File: src/rtl/idle_pkg.sv
package idle_pkg;

    typedef enum logic [1:0] {
        ST_RUN   = 2'd0,
        ST_ENTER = 2'd1,
        ST_IDLE  = 2'd2
    } idle_state_e;

    typedef enum logic [1:0] {
        WC_NONE = 2'b00,
        WC_IRQ  = 2'b01,
        WC_WDT  = 2'b10,
        WC_RST  = 2'b11
    } wake_cause_e;

    typedef struct packed {
        logic irq;
        logic wdt;
    } wake_evt_t;

    // Ranking between the clocked wake sources: watchdog before interrupt.
    function automatic wake_cause_e rank_cause(input wake_evt_t ev);
        if (ev.wdt)      return WC_WDT;
        else if (ev.irq) return WC_IRQ;
        else             return WC_NONE;
    endfunction

endpackage

File: src/rtl/idle_irq_mask.sv
module idle_irq_mask #(
    parameter int N_IRQ = 8
) (
    input  logic [N_IRQ-1:0] irq_req,
    input  logic [N_IRQ-1:0] irq_en,
    output logic             irq_hit
);
    logic [N_IRQ-1:0] gated;

    for (genvar i = 0; i < N_IRQ; i++) begin : g_src
        assign gated[i] = irq_req[i] & irq_en[i];
    end

    assign irq_hit = |gated;
endmodule

File: src/rtl/idle_cause_enc.sv
module idle_cause_enc
    import idle_pkg::*;
(
    input  logic        in_idle,
    input  logic        irq_live,
    input  logic        irq_held,
    input  logic        wdt_live,
    input  logic        wdt_held,
    output logic        wake,
    output wake_cause_e cause
);
    wake_evt_t ev;

    always_comb begin
        ev.irq = in_idle & (irq_live | irq_held);
        ev.wdt = in_idle & (wdt_live | wdt_held);
        cause  = rank_cause(ev);
        wake   = (cause != WC_NONE);
    end
endmodule

File: src/rtl/idle_fsm.sv
module idle_fsm
    import idle_pkg::*;
(
    input  logic        clk,
    input  logic        rst,
    input  logic        pwrsav_req,
    input  logic        irq_hit,
    input  logic        wdt_timeout,
    input  logic        wake,
    input  wake_cause_e wake_cause_nxt,
    output idle_state_e state,
    output logic        held_irq,
    output logic        held_wdt,
    output logic        cpu_clk_en,
    output logic        wdt_clr,
    output wake_cause_e wake_cause,
    output logic        resume_isr
);
    always_ff @(posedge clk) begin
        if (rst) begin
            state      <= ST_RUN;
            held_irq   <= 1'b0;
            held_wdt   <= 1'b0;
            cpu_clk_en <= 1'b1;
            wdt_clr    <= 1'b0;
            wake_cause <= WC_RST;
            resume_isr <= 1'b0;
        end else begin
            case (state)
                ST_RUN: begin
                    wdt_clr <= 1'b0;
                    if (pwrsav_req) begin
                        state      <= ST_ENTER;
                        cpu_clk_en <= 1'b0;
                        wdt_clr    <= 1'b1;
                        wake_cause <= WC_NONE;
                        resume_isr <= 1'b0;
                        held_irq   <= irq_hit;
                        held_wdt   <= wdt_timeout;
                    end
                end
                ST_ENTER: begin
                    state    <= ST_IDLE;
                    wdt_clr  <= 1'b0;
                    held_irq <= held_irq | irq_hit;
                    held_wdt <= held_wdt | wdt_timeout;
                end
                ST_IDLE: begin
                    if (wake) begin
                        state      <= ST_RUN;
                        cpu_clk_en <= 1'b1;
                        wake_cause <= wake_cause_nxt;
                        resume_isr <= (wake_cause_nxt == WC_IRQ);
                        held_irq   <= 1'b0;
                        held_wdt   <= 1'b0;
                    end
                end
                default: begin
                    state      <= ST_RUN;
                    cpu_clk_en <= 1'b1;
                    wdt_clr    <= 1'b0;
                end
            endcase
        end
    end

    AST_GATE_OFF_OUTSIDE_RUN: assert property (@(posedge clk) disable iff (rst)
        (state != ST_RUN) |-> !cpu_clk_en);
    AST_ENTRY_CLEARS_WDT: assert property (@(posedge clk) disable iff (rst)
        (state == ST_RUN && pwrsav_req) |=> wdt_clr);
    AST_CLR_SINGLE_PULSE: assert property (@(posedge clk) disable iff (rst)
        wdt_clr |=> !wdt_clr);
    AST_ENTRY_ONE_CYCLE: assert property (@(posedge clk) disable iff (rst)
        (state == ST_ENTER) |=> (state == ST_IDLE));
    AST_QUIET_STAYS_IDLE: assert property (@(posedge clk) disable iff (rst)
        (state == ST_IDLE && !irq_hit && !held_irq && !wdt_timeout && !held_wdt)
        |=> (state == ST_IDLE && !cpu_clk_en));
    AST_WDT_OUTRANKS_IRQ: assert property (@(posedge clk) disable iff (rst)
        (state == ST_IDLE && wdt_timeout) |=> (wake_cause == WC_WDT && !resume_isr));
    AST_RESET_TO_RUN: assert property (@(posedge clk)
        rst |=> (state == ST_RUN && cpu_clk_en && wake_cause == WC_RST));
    AST_REQ_IGNORED_BUSY: assert property (@(posedge clk) disable iff (rst)
        (state == ST_IDLE && pwrsav_req && !wake) |=> (state == ST_IDLE));
endmodule

File: src/rtl/idle_wake_ctrl.sv
module idle_wake_ctrl
    import idle_pkg::*;
#(
    parameter int N_IRQ = 8
) (
    input  logic             clk,
    input  logic             rst,
    input  logic             pwrsav_req,
    input  logic [N_IRQ-1:0] irq_req,
    input  logic [N_IRQ-1:0] irq_en,
    input  logic             wdt_timeout,
    output logic             cpu_clk_en,
    output logic             wdt_clr,
    output logic [1:0]       wake_cause,
    output logic             resume_isr
);
    idle_state_e state;
    wake_cause_e cause_nxt;
    wake_cause_e cause_q;
    logic        irq_hit;
    logic        held_irq;
    logic        held_wdt;
    logic        wake;

    idle_irq_mask #(.N_IRQ(N_IRQ)) u_mask (
        .irq_req (irq_req),
        .irq_en  (irq_en),
        .irq_hit (irq_hit)
    );

    idle_cause_enc u_enc (
        .in_idle  (state == ST_IDLE),
        .irq_live (irq_hit),
        .irq_held (held_irq),
        .wdt_live (wdt_timeout),
        .wdt_held (held_wdt),
        .wake     (wake),
        .cause    (cause_nxt)
    );

    idle_fsm u_fsm (
        .clk            (clk),
        .rst            (rst),
        .pwrsav_req     (pwrsav_req),
        .irq_hit        (irq_hit),
        .wdt_timeout    (wdt_timeout),
        .wake           (wake),
        .wake_cause_nxt (cause_nxt),
        .state          (state),
        .held_irq       (held_irq),
        .held_wdt       (held_wdt),
        .cpu_clk_en     (cpu_clk_en),
        .wdt_clr        (wdt_clr),
        .wake_cause     (cause_q),
        .resume_isr     (resume_isr)
    );

    assign wake_cause = cause_q;

    AST_ISR_ONLY_ON_IRQ: assert property (@(posedge clk) disable iff (rst)
        resume_isr |-> (wake_cause == 2'b01));
    AST_CAUSE_HELD_RUNNING: assert property (@(posedge clk) disable iff (rst)
        ($past(cpu_clk_en) && cpu_clk_en) |-> $stable(wake_cause));
endmodule

File: config.mk
export PLATFORM = sky130hd
export DESIGN_NAME = idle_wake_ctrl
export DESIGN_NICKNAME = d
export VERILOG_FILES = /design/src/rtl/idle_pkg.sv /design/src/rtl/idle_irq_mask.sv /design/src/rtl/idle_cause_enc.sv /design/src/rtl/idle_fsm.sv /design/src/rtl/idle_wake_ctrl.sv
export SDC_FILE = /design/constraint.sdc
export NUM_CORES = 1
export LEC_CHECK = 0
export BUFFER_PORTS_ARGS = -buffer_cell sky130_fd_sc_hd__buf_4
export CORE_MARGIN = 2
export CORE_UTILIZATION = 25
export DETAILED_ROUTE_END_ITERATION = 6
export MAX_ROUTING_LAYER = met4
export SETUP_SLACK_MARGIN = 0.5
export SLEW_MARGIN = 10
export SYNTH_ARGS = -nofsm -noshare
export SYNTH_HDL_FRONTEND = slang
export SYNTH_HIERARCHICAL = 1
export SYNTH_SLANG_ARGS = --single-unit
File: constraint.sdc
create_clock -name clk -period 3.91 [get_ports clk]
set_clock_uncertainty 0.05 [all_clocks]
set_input_delay 0.391 -clock clk [delete_from_list [all_inputs] [get_ports clk]]
set_output_delay 0.391 -clock clk [all_outputs]
set_load 0.03 [all_outputs]
After elaboration in Yosys (flattened, before gate mapping)
Index checks and enable logic that the tools add are counted.
{"block": "totals", "inputBits": 20, "reg_bits": 9}
{"block": "op_classes", "n_eq_ne": 5, "reduce_logical": 9, "mux": 20, "n_bitwise": 13}
{"op": "AND 1 bit", "n": 10}
{"op": "two-way mux 2 bit", "n": 5}
{"op": "one-hot mux 1 bit (3 select lines)", "n": 3}
{"op": "AND reduction 3 bit", "n": 3}
{"op": "two-way mux 1 bit", "n": 8}
{"op": "OR reduction 8 bit", "n": 1}
{"op": "one-hot mux 2 bit (3 select lines)", "n": 1}
{"op": "== test 2 x 1 -> 1 bit, second input constant", "n": 2}
{"op": "inequality test 2 bit, second input constant", "n": 2}
{"op": "one-hot mux 1 bit (2 select lines)", "n": 2}
{"op": "one-hot mux 2 bit (2 select lines)", "n": 1}
{"op": "nonzero test 2 bit", "n": 2}
{"op": "nonzero test 3 bit", "n": 1}
{"op": "== test 2 bit, second input constant", "n": 1}
{"op": "logical NOT 2 bit", "n": 1}
{"op": "OR 1 bit", "n": 2}
{"op": "AND reduction 2 bit", "n": 1}
{"op": "NOT 1 bit", "n": 1}

Longest topological paths before layout
Gate-level depths: netlist of the first run.
{"block": "logic_depth", "word_depth": 9, "ltp_mapped": 7}

Cells and area by module
The synthesis of the first run kept the hierarchy.
{"mod": "idle_fsm", "cells_each": 56, "n_inst": 1, "area_per_inst_um2": 508.0}
{"mod": "idle_irq_mask", "cells_each": 5, "n_inst": 1, "area_per_inst_um2": 36.3}
{"mod": "idle_cause_enc", "cells_each": 4, "n_inst": 1, "area_per_inst_um2": 28.8}
{"mod": "idle_wake_ctrl", "cells_each": 1, "n_inst": 1, "area_per_inst_um2": 13.8}

Least setup slack after synthesis of the first run
Ideal clock, no wire load.
{"block": "synth_path", "path_kind": "in2reg", "start": "input port irq_req[5]", "end": "register u_fsm.wake_cause[0]", "arrival_time_ps": 1629, "required_time_ps": 3740, "setup_ps": 120, "cell_stages": 6, "path_slack_ps": 2112, "path_cell_list": "a22oi_1 > nand4_1 > o41a_1 > mux2i_1 > nor3_1 > a211o_1"}
{"block": "synth_between", "elab_chain_cells": 9, "word_cells_on_any_way": 11, "cone_classes": "1 x eq/ne; 4 x mux; 3 x bitwise; 3 x reduce/logical"}
{"element": "from (decl)", "line_no": "idle_wake_ctrl.sv:9", "rtl": "input logic [N_IRQ-1:0] irq_req,"}
{"element": "AND 1 bit", "line_no": "idle_irq_mask.sv:11", "rtl": "assign gated[i] = irq_req[i] & irq_en[i];"}
{"element": "OR reduction 8 bit", "line_no": "idle_irq_mask.sv:14", "rtl": "assign irq_hit = |gated;"}
{"element": "via irq_hit", "line_no": "idle_wake_ctrl.sv:20", "rtl": "logic irq_hit;"}
{"element": "OR 1 bit", "line_no": "idle_cause_enc.sv:15", "rtl": "ev.irq = in_idle & (irq_live | irq_held);"}
{"element": "AND 1 bit", "line_no": "idle_cause_enc.sv:15"}
{"element": "two-way mux 1 bit", "line_no": "idle_pkg.sv:24", "rtl": "else if (ev.irq) return WC_IRQ;"}
{"element": "two-way mux 2 bit", "line_no": "idle_pkg.sv:23", "rtl": "if (ev.wdt) return WC_WDT;"}
{"element": "nonzero test 2 bit", "line_no": "idle_cause_enc.sv:18", "rtl": "wake = (cause != WC_NONE);"}
{"element": "via wake", "line_no": "idle_wake_ctrl.sv:23", "rtl": "logic wake;"}
{"element": "inequality test 2 bit (no source line)"}
{"element": "AND reduction 3 bit (no source line)"}
{"element": "to (signal assigned)", "line_no": "idle_fsm.sv:52", "rtl": "wake_cause <= wake_cause_nxt;"}
{"element": "to (decl)", "line_no": "idle_fsm.sv:16", "rtl": "output wake_cause_e wake_cause,"}
The timed path passes the listed nets, and every way through them passes these cells. The select of a mux whose other input is x is not followed.
A chain may end at the register's enable or synchronous reset.

Worst setup path after layout of the first run
{"block": "layout_path", "start": "register u_fsm.state[0]", "end": "register u_fsm.cpu_clk_en"}
{"block": "layout_between", "elab_chain_cells": 7, "word_cells_on_any_way": 13, "cone_classes": "4 x eq/ne; 3 x mux; 3 x bitwise; 3 x reduce/logical"}
{"element": "from (decl)", "line_no": "idle_fsm.sv:11", "rtl": "output idle_state_e state,"}
{"element": "from (signal assigned)", "line_no": "idle_fsm.sv:21", "rtl": "state <= ST_RUN;"}
{"element": "from (signal assigned)", "line_no": "idle_fsm.sv:33", "rtl": "state <= ST_ENTER;"}
{"element": "from (signal assigned)", "line_no": "idle_fsm.sv:43", "rtl": "state <= ST_IDLE;"}
{"element": "== test 2 bit", "line_no": "idle_fsm.sv:29, idle_wake_ctrl.sv:32"}
{"element": "AND 1 bit", "line_no": "idle_cause_enc.sv:15"}
{"element": "two-way mux 1 bit", "line_no": "idle_pkg.sv:24"}
{"element": "two-way mux 2 bit", "line_no": "idle_pkg.sv:23"}
{"element": "nonzero test 2 bit", "line_no": "idle_cause_enc.sv:18"}
{"element": "inequality test 2 bit (no source line)"}
{"element": "AND reduction 3 bit (no source line)"}
{"element": "to (signal assigned)", "line_no": "idle_fsm.sv:24", "rtl": "cpu_clk_en <= 1'b1;"}
{"element": "to (signal assigned)", "line_no": "idle_fsm.sv:34", "rtl": "cpu_clk_en <= 1'b0;"}
{"element": "to (signal assigned)", "line_no": "idle_fsm.sv:51", "rtl": "cpu_clk_en <= 1'b1;"}
{"element": "to (decl)", "line_no": "idle_fsm.sv:14", "rtl": "output logic cpu_clk_en,"}
Parallel ways exist; a longest one is shown, timed or not.

==> key figures, run 1 <==
Placed design
  • Area post-placement: approximately 790 µm²
  • Buffers added on ports: 24
  • Placed cells: about 120
  • Routability congestion estimate: 0.8186
  • Dpl hpwl: 1088 µm

Power and ir drop
  • Clock share of power: 19.3%
  • Maximum vdd drop: 0.1958 mV
  • Power density over the cells: 471.5 mW/mm²
  • LEAKAGE: 0.3423 nW
  • Flop pwr share: 34.6%
  • Cell Int Power: 0.0002353 W
  • P_sw: 0.0001482 W
  • Net Sw Frac: between 30% and 40%
  • Comb pwr share: roughly 46%

Logic synthesis
  • Cell Area, Synth: 586.8 µm²
  • Synth Flop Type: dfxtp_1
  • FFs w/ async S/R, synth: 0%
  • Syn avg cell area: 8.891 µm²
  • Netlist cell types: 27
  • Most common cell in the netlist: dfxtp_1
  • Adder-cell share of the synthesized area: 12.79%
  • Post-synthesis mux area share: 1.706%
  • Complex-gate fraction of the synthesized area: between 20% and 30%
  • Synth warn: 6
  • Share of Yosys cell area claimed by the top area cell type: ~30%
  • Synthesized netlist cell count: 66
  • Post-synth EDFFs: 0
  • Sequential fraction of the synthesis area: about 30%
  • Post-synth top cells: dfxtp_1 (9), ha_1 (6), o21ai_0 (6), nor3_1 (5)
  • Synth area leader: dfxtp_1
  • Synthesis-stage register bit count: 9
  • Post-synthesis net count: 92
  • Synth Area in XOR/XNOR: 0%
  • Main area contributors after synthesis: dfxtp_1 (31%), ha_1 (13%), o21ai_0 (5.1%)
  • Synthesized-area fraction occupied by and/or/nand/nor cells: a little under a quarter
  • Largest family of logic cells by synthesized area: compound AO/OA/AOI/OAI gates

STA
  • Period Utilization, post-route: a little under half
  • Slew @ Worst Pin: between 0.3 and 0.4 ns
  • Setup TNS: 0 ns
  • RSZ-0062 raised after global routing: no
  • Worst rel slew slack: 77.52%
  • Final worst path period need: 1.797 ns
  • Final Setup Violations: 0
  • Final Hold Fails: 0
  • Slew Viols, Final: 0
  • FMAX: roughly 560 MHz
  • Worst hold slack: 0.3191 ns

Setup path
  • CP arrival: 1.90 ns
  • CP Class: flop to flop
  • Length in cells of the worst reg-to-reg path: 5
  • Setup crit start: u_fsm/state[0]
  • Reg-to-reg endpoint: u_fsm/cpu_clk_en
  • R2R Setup Slk: 2.11 ns
  • Required time of the critical path: 4.01 ns
  • Crit path capture type: flop
  • RR Startpoint: u_fsm/state[0]
  • Setup crit start kind: flop
  • Worst-path fanout max: 9

Drt
  • DRT iter0 DRCs: 10
  • Routed length per instance: 11.69 µm
  • Routed vias: 592
  • Metal-1 WL: 639 µm
  • Highest Signal Layer: met4
  • Via density: a little under 5
  • Met2 WL: between 600 and 700 µm
  • Drt first pass iters: 4
  • DRC violations left: 0
  • Antenna-violating nets left: 0
  • Routed met3 length: 134 µm
  • DRT Wirelength: 1403 µm

Clock tree
  • Post-CTS setup buffers: 0
  • Worst-Skew Late Latency: 0.26 ns
  • CTS Buffer Depth: 2
  • Clk sink count: 9
  • Clk Tree Root Cell: clkbuf_4
  • Post-CTS sizing: 0
  • TritonCTS clock tree: done
  • CTS Hold Bufs: 0
  • Clock buffer count from CTS: 3
  • H-tree Lvls: 1
  • CTS clk-pin slew, worst paths: 0.07 ns

Finish
  • Share of post-route cells with drive strength above 1: 31.52%
  • Filler instances: 241
  • Antenna Diode Count: 0
  • Nets: 119
  • Layout Cells excl Fill: 120
  • Final instance area: ~810 µm²
  • Finished Core Util: a little under two fifths
  • Area Growth Syn to Fin: 38.59%

Global routing
  • Antenna violations before repair: 0
  • Global-route wire length before repair: 2277 µm
  • Largest net degree at the start of global routing: 10
  • GRT Util Overall: 11.87%
  • Vias in the first global route: ~540
  • Gr ovfl total: 0

Floorplanning
  • Io pins: 25
  • Initial Utilization: 26.53%
  • DIE HEIGHT: 52.45 µm
  • Row cnt: 17
  • Chip width: 52.45 µm
  • Core ar.: 0.002212 mm²
  • Die area: between 0.002 and 0.003 mm²

Worst hold path
  • Hold Path Depth: 2
  • Min-delay src: rst
  • Hold Path End: u_fsm/resume_isr
  • Worst Hold Class: input pin to flop

Run status
  • Outcome: finished, final reports clean

Job
  • Max Cap Viol: 0
[critical path, stage by stage (launching register included)]
cell and delay (ns):
dfxtp_1 0.44, inv_1 0.14, ha_1 0.28, nor2b_4 0.17
o31a_1 0.26, or3_1 0.33
[registers in the layout (all words and copies together) (netlist names)]
name / flops
u_fsm/held_irq: 1
u_fsm/wdt_clr: 1
u_fsm/held_wdt: 1
u_fsm/cpu_clk_en: 1
u_fsm/state: 2
u_fsm/resume_isr: 1
u_fsm/wake_cause: 2
[power groups by stage]
stage                      Clock, W  Sequential, W  Combinational [W]
after floorplan                   0       0.000153           0.000107
after global placement            0       0.000135           0.000176
after detailed placement          0       0.000135           0.000175
after CTS                 0.0000784       0.000133           0.000177
after global routing      0.0000821       0.000136           0.000196
final                     0.0000741       0.000133           0.000177
[cells in the final DEF (no fill, tap or decap), types with 3 or more instances in the layout]
cell type,instances
buf_4,24
dfxtp_1,9
o21ai_0,6
ha_1,6
nor3_1,5
a21oi_1,4
nand2_1,4
a22oi_1,4
clkbuf_4,3
inv_1,3
[area by class of cell]
class | instances | area [µm²] | share of cell area, %
clock buffers | 4 | 26.28 | 3.231
inverters | 3 | 11.26 | 1.385
multi-input cells | 52 | 380.4 | 46.77
flip-flops and latches | 9 | 180.2 | 22.15
well taps | 28 | 35.03 | 4.308
repair buffers | 24 | 180.2 | 22.15
[worst max path at each step]
stage,to,slack [ns],cells after the start
after floorplan,u_fsm/wake_cause[0],2.11,6
after global placement,u_fsm/wake_cause[0],1.83,7
after detailed placement,u_fsm/wake_cause[0],1.82,7
after CTS,u_fsm/wake_cause[0],2.10,7
after global routing,u_fsm/wake_cause[0],1.96,7
final,u_fsm/cpu_clk_en,2.11,5
[per-layer routing]
layer	track usage [%]	vias up
li1	-	300
met2	17.92	20
met5	-	-
met1	13.30	270
met3	2.286	2
met4	10.26	0
[stage by stage]
step	worst slack [ns]	total power (W)
detailed placement	1.822	0.0003099
global placement	1.825	0.0003111
floorplan	2.112	0.0002595
global route	1.956	0.0004142
CTS	2.102	0.0003881
finish	2.113	0.0003835
[cell families (layout without fill, tap and decap cells)]
kind of cell / Yosys count / in the layout
compound gates: 23 / 23
simple gates: 22 / 22
flops: 9 / 9
fa+ha+maj: 6 / 6
buf+inv: 5 / 31
mux: 1 / 1
Note: power is estimated with default switching activity, not from simulation.
==> inputs of run 2 (changes only) <==
--- a/config.mk
+++ b/config.mk
@@ -5,6 +5,7 @@
 export SDC_FILE = /design/constraint.sdc
 export NUM_CORES = 1
 export LEC_CHECK = 0
+export ABC_AREA = 1
 export BUFFER_PORTS_ARGS = -buffer_cell sky130_fd_sc_hd__buf_4
 export CORE_MARGIN = 2
 export CORE_UTILIZATION = 25
==> constraint.sdc (replaced) <==
create_clock -name clk -period 1.63 [get_ports clk]
set_clock_uncertainty 0.05 [all_clocks]
set_input_delay 0.163 -clock clk [delete_from_list [all_inputs] [get_ports clk]]
set_output_delay 0.163 -clock clk [all_outputs]
set_load 0.03 [all_outputs]
==> key figures, run 2 <==
Finish
  • Filler instances: 271
  • Antenna Diode Count: 0
  • Share of post-route cells with drive strength above 1: between 40% and 50%
  • Nets: 166
  • Commonest non-fill, non-tap cell in the layout: nand2_1
  • Largest regs: u_fsm/state: 2 flops, u_fsm/wake_cause: 2 flops
  • Area Growth Syn to Fin: 54.33%
  • Final instance area: 0.001049 mm²
  • Finished Core Util: 41.57%
  • Most frequent cells in the layout: nand2_1 (34), buf_4 (28), inv_1 (11)

Setup path
  • CP Class: flop to flop
  • Setup crit start: u_fsm/state[0]
  • Required time of the critical path: about 1.7 ns
  • Crit path max-delay family: flip-flops
  • Crit path cell chain: buf_4 -> ha_1 -> inv_2 -> nand2_1 -> nand2_1 -> inv_1 -> nor2_1 -> nor2_1
  • CP arrival: between 1 and 1.5 ns
  • Reg-to-reg endpoint: u_fsm/held_wdt
  • CP endpoint: u_fsm/held_wdt
  • Crit path capture type: flop
  • Setup crit start kind: flop
  • R2R Setup Slk: 0.39 ns
  • RR Startpoint: u_fsm/state[0]
  • Critical path's slowest cell: dfxtp_4
  • Length in cells of the worst reg-to-reg path: 8
  • CP max stage delay: 0.37 ns
  • Worst-path fanout max: 4
  • Crit path buf inv count: 3
  • Levels on crit path: 8

Logic synthesis
  • FFs w/ async S/R, synth: 0%
  • Synthesized netlist cell count: between 100 and 150
  • Synth Flop Type: dfxtp_1
  • Synth warn: 6
  • Synth area leader: dfxtp_1
  • Most common cell in the netlist: nand2_1
  • Main area contributors after synthesis: dfxtp_1 (27%), nand2_1 (20%), ha_1 (11%)
  • Synthesis-stage register bit count: 9
  • Netlist cell types: 18
  • Share of Yosys cell area claimed by the top area cell type: 26.52%
  • Sequential fraction of the synthesis area: 26.52%
  • Post-synth EDFFs: 0
  • Post-synthesis net count: 133
  • Cell Area, Synth: 679.4 µm²
  • Syn avg cell area: 6.350 µm²
  • Post-synth top cells: nand2_1 (37), inv_1 (16), nor2_1 (12), dfxtp_1 (9), ha_1 (6)

STA
  • Worst rel slew slack: 88.03%
  • Final worst path period need: 1.238 ns
  • Setup ws final: 0.3917 ns
  • Setup TNS: 0 ns
  • Final Hold Fails: 0
  • Slew @ Worst Pin: 0.1788 ns
  • Period Utilization, post-route: 75.97%
  • Final Setup Violations: 0
  • Slew Viols, Final: 0
  • FMAX: just over 800 MHz
  • RSZ-0062 raised after global routing: yes

Placed design
  • Area post-placement: just over 900 µm²
  • Routability congestion estimate: between 0.8 and 0.9
  • Dpl hpwl: about 1200 µm
  • Pre-CTS setup slack: 0.2509 ns
  • Buffers added on ports: 24

Drt
  • Via density: 4.249
  • DRT iter0 DRCs: 8
  • Routed vias: between 700 and 800
  • Drt first pass iters: 4
  • DRT Wirelength: 1529 µm
  • Routed length per instance: 9.047 µm
  • Antenna-violating nets left: 0
  • DRC violations left: 0

Floorplanning
  • Initial Utilization: between 20% and 30%
  • Io pins: 25
  • Die area: 0.003151 mm²
  • Row cnt: 18
  • DIE HEIGHT: about 56 µm
  • Core ar.: 0.002522 mm²
  • Chip width: approximately 56 µm

Clock tree
  • Clk Tree Root Cell: clkbuf_4
  • TritonCTS clock tree: done
  • CTS clk-pin slew, worst paths: about 0.060 ns
  • Clk sink count: 9
  • Clock buffer count from CTS: 3
  • H-tree Lvls: 1
  • CTS Buffer Depth: 2
  • Worst-Skew Late Latency: 0.26 ns

Worst hold path
  • Hold Path Depth: 2
  • Worst Hold Class: input pin to flop

Global routing
  • Global-route wire length before repair: 2725 µm
  • Largest net degree at the start of global routing: 9
  • GRT Util Overall: 10.93%
  • Antenna violations before repair: 0
  • Gr ovfl total: 0
  • Vias in the first global route: 693

Power and ir drop
  • Power density over the cells: 1883 mW/mm²
  • Maximum vdd drop: slightly above 0.9 mV
  • PnR Total Power: 0.001975 W
  • LEAKAGE: between 0.5 and 0.6 nW

Run status
  • Outcome: finished, final reports clean

Job
  • Max Cap Viol: 0
[run 2: cell types whose count changed after synthesis, moves of 4 or more]
cell / previous run / this run
nand2_2: 0 / 4
nor2_1: 0 / 12
a22oi_1: 4 / 0
o21ai_0: 6 / 0
nand2_1: 4 / 37
inv_1: 3 / 16
inv_2: 0 / 4
nor3_1: 5 / 0
[run 2: report_power, final]
part | leakage [nW] | switching (W) | internal (W) | total, W
logic | 0.464 | 0.000790 | 0.000570 | 0.00136
registers | 0.0761 | 0.0000988 | 0.000343 | 0.000441
clock network | 0.0150 | 0.0000790 | 0.0000944 | 0.000173
[run 2: logic make-up after synthesis]
| family | share of synthesized area (%) |
|---|---|
| AO/OA/AOI/OAI | 4.052 |
| adder cells (fa/ha/maj) | 11.05 |
| buffers and inverters | 12.89 |
| flip-flops | 26.52 |
| AND/OR/NAND/NOR | 45.49 |
[run 2: through the flow]
step	cells	hold slack (ns)
after floorplan	107	0.1747
after global placement	161	0.3131
after detailed placement	161	0.3250
after CTS	166	0.03620
after global routing	169	0.02908
final	169	0.04718
[run 2: layer usage]
metal | routed length [µm] | share of wire (%) | GRT usage [%]
met5 | 0 | 0 | -
met1 | 684 | 45 | 12.33
met2 | 725 | 47 | 18.82
met3 | 119 | 7.8 | 4.419
met4 | 0 | 0 | 1.020
[run 2: worst min-delay path by stage]
stage | start | end
detailed placement | rst | u_fsm/state[0]
global route | rst | u_fsm/state[0]
global placement | rst | u_fsm/state[0]
CTS | rst | u_fsm/state[0]
finish | rst | u_fsm/state[0]
floorplan | rst | u_fsm/state[0]
[run 2: worst register-to-register path, stage by stage (launching register included)]
cell	delay, ns
dfxtp_4	0.37
buf_4	0.14
ha_1	0.19
inv_2	0.07
nand2_1	0.06
nand2_1	0.06
inv_1	0.03
nor2_1	0.09
nor2_1	0.05
[run 2: area by class of cell]
cell class                 count  area (µm²)  area share (%)
timing repair buffer          28       210.2           20.05
inverter                      22       95.09           9.069
clock buffer                   4       26.28           2.506
multi-input combinational     76       491.7           46.90
sequential                     9       187.7           17.90
tap                           30       37.54           3.580
[run 2: timing repair]
item                       CTS  global route
setup buffers                1             3
setup endpoints to repair    9             9
gates resized for setup      9             5
hold buffers                 0             0
pin swaps                    9             1
